<file path="config.mk">
export PLATFORM = sky130hd
export DESIGN_NAME = bus_term_resolver
export DESIGN_NICKNAME = d
export VERILOG_FILES = /design/src/rtl/btr_pkg.sv /design/src/rtl/btr_resolve.sv /design/src/rtl/btr_wait_timer.sv /design/src/rtl/bus_term_resolver.sv
export SDC_FILE = /design/constraint.sdc
export NUM_CORES = 1
export LEC_CHECK = 0
export ABC_AREA = 1
export BUFFER_PORTS_ARGS = -buffer_cell sky130_fd_sc_hd__buf_2
export CAP_MARGIN = 10
export CELL_PAD_IN_SITES_DETAIL_PLACEMENT = 1
export CELL_PAD_IN_SITES_GLOBAL_PLACEMENT = 1
export CORE_AREA = 2 2 42 83
export DETAILED_ROUTE_END_ITERATION = 7
export DIE_AREA = 0 0 44 85
export HOLD_SLACK_MARGIN = 0.06
export PLACE_DENSITY_LB_ADDON = 0.1
export SETUP_SLACK_MARGIN = 0.15
export SYNTH_ARGS = -nofsm -noshare
export SYNTH_HDL_FRONTEND = slang
export SYNTH_HIERARCHICAL = 1
export SYNTH_SLANG_ARGS = --single-unit
</file>
<file path="constraint.sdc">
create_clock -name clk -period 2.16 [get_ports clk]
set_input_delay 0.324 -clock clk [delete_from_list [all_inputs] [get_ports clk]]
set_output_delay 0.324 -clock clk [all_outputs]
set_load 0.01 [all_outputs]
</file>
<file path="src/rtl/btr_pkg.sv">
package btr_pkg;

    typedef enum logic [2:0] {
        OUT_NONE    = 3'd0,
        OUT_NORMAL  = 3'd1,
        OUT_BUSERR  = 3'd2,
        OUT_RETRY   = 3'd3,
        OUT_AUTOVEC = 3'd4
    } outcome_e;

    typedef enum logic [1:0] {
        PW_NONE = 2'd0,
        PW_8    = 2'd1,
        PW_16   = 2'd2,
        PW_32   = 2'd3
    } pwidth_e;

    typedef enum logic [1:0] {
        ST_IDLE   = 2'd0,
        ST_ACTIVE = 2'd1,
        ST_REPORT = 2'd2
    } btr_state_e;

    typedef struct packed {
        outcome_e outcome;
        pwidth_e  width;
        logic     latch;
    } term_result_t;

    localparam term_result_t RESULT_IDLE = '{OUT_NONE, PW_NONE, 1'b0};

endpackage

</file>
<file path="src/rtl/btr_resolve.sv">
module btr_resolve
    import btr_pkg::*;
(
    input  logic         sync_term,
    input  logic [1:0]   async_ack,
    input  logic         berr,
    input  logic         halt,
    input  logic         autovec,
    input  logic         is_iack,
    input  logic         is_read,
    output logic         res_valid,
    output term_result_t res
);

    pwidth_e ack_width;

    // Width decoded from the asynchronous acknowledge code
    always_comb begin
        unique case (async_ack)
            2'b01:   ack_width = PW_32;
            2'b10:   ack_width = PW_16;
            2'b11:   ack_width = PW_8;
            default: ack_width = PW_NONE;
        endcase
    end

    // Fixed priority: retry, error, autovector, synchronous, asynchronous
    always_comb begin
        res_valid   = 1'b1;
        res.outcome = OUT_NONE;
        res.width   = PW_NONE;
        if (berr && halt) begin
            res.outcome = OUT_RETRY;
        end else if (berr) begin
            res.outcome = OUT_BUSERR;
        end else if (autovec && is_iack) begin
            res.outcome = OUT_AUTOVEC;
        end else if (sync_term) begin
            res.outcome = OUT_NORMAL;
            res.width   = PW_32;
        end else if (async_ack != 2'b00) begin
            res.outcome = OUT_NORMAL;
            res.width   = ack_width;
        end else begin
            res_valid   = 1'b0;
        end
        res.latch = res_valid && (res.outcome == OUT_NORMAL) && is_read;
    end

endmodule

</file>
<file path="src/rtl/btr_wait_timer.sv">
module btr_wait_timer #(
    parameter int unsigned TIMEOUT_CYCLES = 16
) (
    input  logic clk,
    input  logic rst_n,
    input  logic clear,
    input  logic step,
    output logic expired
);

    localparam int unsigned CW = $clog2(TIMEOUT_CYCLES + 1);
    localparam logic [CW-1:0] LAST = CW'(TIMEOUT_CYCLES - 1);

    logic [CW-1:0] cnt_q;

    always_ff @(posedge clk or negedge rst_n) begin
        if (!rst_n) begin
            cnt_q <= '0;
        end else if (clear) begin
            cnt_q <= '0;
        end else if (step && cnt_q != LAST) begin
            cnt_q <= cnt_q + 1'b1;
        end
    end

    assign expired = step && (cnt_q == LAST);

endmodule

</file>
<file path="src/rtl/bus_term_resolver.sv">
module bus_term_resolver
    import btr_pkg::*;
#(
    parameter int unsigned TIMEOUT_CYCLES = 16
) (
    input  logic       clk,
    input  logic       rst_n,
    input  logic       cyc_start,
    input  logic       cyc_is_read,
    input  logic       cyc_is_iack,
    input  logic       sync_term,
    input  logic [1:0] async_ack,
    input  logic       berr,
    input  logic       halt,
    input  logic       autovec,
    output logic       done,
    output logic [2:0] outcome,
    output logic [1:0] port_width,
    output logic       latch_data
);

    btr_state_e   state_q, state_d;
    term_result_t result_q;
    term_result_t res;
    logic         res_valid;
    logic         read_q, iack_q;
    logic         active, expired;

    assign active = (state_q == ST_ACTIVE);

    btr_resolve u_resolve (
        .sync_term (sync_term),
        .async_ack (async_ack),
        .berr      (berr),
        .halt      (halt),
        .autovec   (autovec),
        .is_iack   (iack_q),
        .is_read   (read_q),
        .res_valid (res_valid),
        .res       (res)
    );

    btr_wait_timer #(.TIMEOUT_CYCLES(TIMEOUT_CYCLES)) u_timer (
        .clk     (clk),
        .rst_n   (rst_n),
        .clear   (!active),
        .step    (active && !res_valid),
        .expired (expired)
    );

    // State register
    always_ff @(posedge clk or negedge rst_n) begin
        if (!rst_n) state_q <= ST_IDLE;
        else        state_q <= state_d;
    end

    // Next-state logic
    always_comb begin
        state_d = state_q;
        unique case (state_q)
            ST_IDLE:   if (cyc_start) state_d = ST_ACTIVE;
            ST_ACTIVE: if (res_valid || expired) state_d = ST_REPORT;
            ST_REPORT: state_d = ST_IDLE;
            default:   state_d = ST_IDLE;
        endcase
    end

    // Cycle attributes and resolved result
    always_ff @(posedge clk or negedge rst_n) begin
        if (!rst_n) begin
            read_q   <= 1'b0;
            iack_q   <= 1'b0;
            result_q <= RESULT_IDLE;
        end else begin
            if (state_q == ST_IDLE && cyc_start) begin
                read_q <= cyc_is_read;
                iack_q <= cyc_is_iack;
            end
            if (active) begin
                if (res_valid)    result_q <= res;
                else if (expired) result_q <= '{OUT_BUSERR, PW_NONE, 1'b0};
            end
        end
    end

    // Outputs
    always_comb begin
        done       = 1'b0;
        outcome    = OUT_NONE;
        port_width = PW_NONE;
        latch_data = 1'b0;
        unique case (state_q)
            ST_REPORT: begin
                done       = 1'b1;
                outcome    = result_q.outcome;
                port_width = result_q.width;
                latch_data = result_q.latch;
            end
            default: ;
        endcase
    end

endmodule

</file>
==> flow_summary.ini <==
[status]
outcome = completed

[pwr]
clkPwrFrac_pct = 28.5
switchingPower_uw = 254.8
combinationalPowerShare_pct = 24.1
seq_power_share_pct = 47.4
cellLeakagePower_uw = 0.0006201
pwr_density_cell_nw_per_um2 = 739.1
intPower_uw = 534.0
switching_share_pct = 32.30
finalPower_uw = 788.8
peakVddDrop_uv = 259.5

[placement]
place_ws_ns = 0.4675
dp.cells = 172
place.gp.congestion = 0.7957
hpwlAfterDp_mm = 1.851
dpl_cell_area_sq_um = 1011
io_buffer_count = 17

[finish]
layout_common_cells = nand2_1 (36), inv_1 (22), nor2_1 (21)
mostFrequentLayoutCell = nand2_1
fin_area_sq_um = 1067
ff_latch_area_sq_um = 375.4
stdcell_count = 177
multi_input_area_sq_um = 410.4
layout-drive-gt1-share_pct = 21.92
nets = 163
area_growth_pct = 19.30
num-fill-cells = 402
insertedDiodeCount = 0

[sta]
layout_min_cycle_time_ns = 1.607
rsz0062_at_grt = false
setup_slack_ns = 0.5531
fmax_mhz = 622.3
final.period_utilization_pct = 74.39
fin_setup_tns_ns = 0
worst_pin_slew_ns = 0.3535
hold_violations = 0
drv_slew = 0
skew_ns = 0.0007423
setup_viol = 0
relSlewSlack_pct = 76.43

[setup_path]
reg2reg_slack_ns = 0.55
cp_data_required_time_ns = 2.30
rr_startpoint = state_q[1]
criticalPathCategory = register to register
rr_worst_depth = 10
crit_path_frequent_cell = nand2_1
cp_max_fo = 9
cp_slowest_cell = dfrtp_1
critPathArrivalTime_ns = 1.75
cp_num_buf_inv = 3
cpPeakStageDelay_ns = 0.42
crit_family = simple AND/OR/NAND/NOR gates
r2r_end = result_q[2]
cp-end-kind = register
path_cells = nor2_4 -> inv_1 -> nor2_1 -> nand2_1 -> inv_1 -> inv_1 -> nand2_1 -> nand2_4 -> nand2_1 -> nand2_1
critPathLaunchType = register

[global_routing]
grt_pass1_wl_mm = 3.760
track_usage_pct = 13.49
grt_max_degree = 16
grt_pass1_vias = 862
antenna_found_initial = 0
overflow = 0

[cts]
hold_buffers = 1
cts_inserted_buffers = 3
clockRootBuffer = clkbuf_8
clock_path_buffers = 2
clock_latency_ns = 0.25
h-tree-depth = 1
post_cts_buffers = 0
cts_tree = done
cts_sinks = 15
clkTransAtPathRegs_ns = 0.06
cts-resized-gates = 0

[drt]
vias = 801
avgViaCountPerCell = 4.525
drt-initial-drc-count = 4
wl_per_cell_um = 11.95
ant_nets = 0
drtPass1Iterations = 2
routed_wl_mm = 2.116
drc = 0

[min_path]
whs_endpoint = read_q
worstHoldStart = cyc_is_read
hp-class = input pin to register
min_delay_path_depth = 3

[synthesis]
yosys-top-cells-area = dfrtp_1 (42%), nand2_1 (15%), inv_1 (9.2%), nor2_1 (8.8%), ha_1 (7.0%)
ys_types = 16
syn_area_per_cell_sq_um = 7.157
synth-seq-area-share_pct = 41.96
yosysTopAreaCell = dfrtp_1
ys_seq_elements = 15
syn_nets = 141
syn_inst = 125
synth_top_area_share_pct = 41.96
synth_warnings = 6
syn-cell-area_sq_um = 894.6

[floorplanning]
dieArea_sq_um = 3740
die_x_um = 44
fp-row-count = 29
start_util_pct = 28.67
coreArea_sq_um = 3120
die_h_um = 85
num_io_pins = 18

[flow_run]
drv_cap = 0
==> stage by stage <==
stage                     hold WS [ns]  util, %
final                           0.3052    34.20
after global routing            0.3311    34.20
after global placement          0.2537    32.40
after CTS                       0.3028    34.20
after floorplan                0.02841        -
after detailed placement        0.2561    32.40
==> synth_stat cells <==
cell type,count
a21oi_1,2
buf_6,1
clkbuf_1,1
dfrtp_1,15
ha_1,5
inv_1,22
inv_2,3
nand2_1,36
nand2_2,3
nand2_4,2
nand3_1,10
nand3_2,1
nand4_1,1
nor2_1,21
nor2_4,1
o21ai_0,1
==> registers in the layout (all words and copies together) (netlist names) <==
signal	flops
result_q	6
u_timer/cnt_q	5
state_q	2
iack_q	1
read_q	1
==> kinds of logic (layout without fill, tap and decap cells) <==
group                      Yosys count  count (layout)  synth area share, %
DFF                                 15              15                41.96
buffers and inverters               27              48                12.17
AOI/OAI and AO/OA                    3               3                1.678
adders and majority gates            5               5                6.993
and+or+nand+nor                     75              75                37.20
==> power by group through the flow <==
stage                     registers [uW]  clock network, uW  logic [uW]
after floorplan                      368                  0         135
after detailed placement             380                  0         197
after global routing                 380                245         232
after CTS                            375                237         199
final                                374                225         190
after global placement               379                  0         196
==> worst register-to-register path: cells and delay by family (launching register included) <==
family	cells	cell delay (ns)
simple gates	7	0.88
buf+inv	3	0.21
flops	1	0.42
==> routing by layer <==
metal  GRT usage [%]  vias to the layer above  part of all wire [%]
met5               0                        -                     0
met4           6.612                        0                   1.6
met3           1.915                        4                   3.5
met2           25.94                       15                    61
met1           12.83                      371                    34
li1                -                      411                     -
==> layout make-up <==
class / count / area share [%]
multi-input combinational: 83 / 38.45
sequential: 15 / 35.17
timing repair buffer: 19 / 9.613
inverter: 25 / 8.793
clock buffer: 3 / 3.869
tap: 31 / 3.634
clock inverter: 1 / 0.4689
==> worst max-delay path by stage <==
stage          depth (start not counted)          from     endpoint  slack [ns]
2_1_floorplan                         12  async_ack[1]  result_q[4]        0.64
3_3_place_gp                          12  async_ack[1]  result_q[2]        0.51
3_5_place_dp                          12  async_ack[1]  result_q[2]        0.47
4_1_cts                               10    state_q[1]  result_q[2]        0.50
5_1_grt                               10    state_q[1]  result_q[3]        0.29
6_report                              10    state_q[1]  result_q[2]        0.55
No activity file was read; power rests on OpenSTA's default activity.
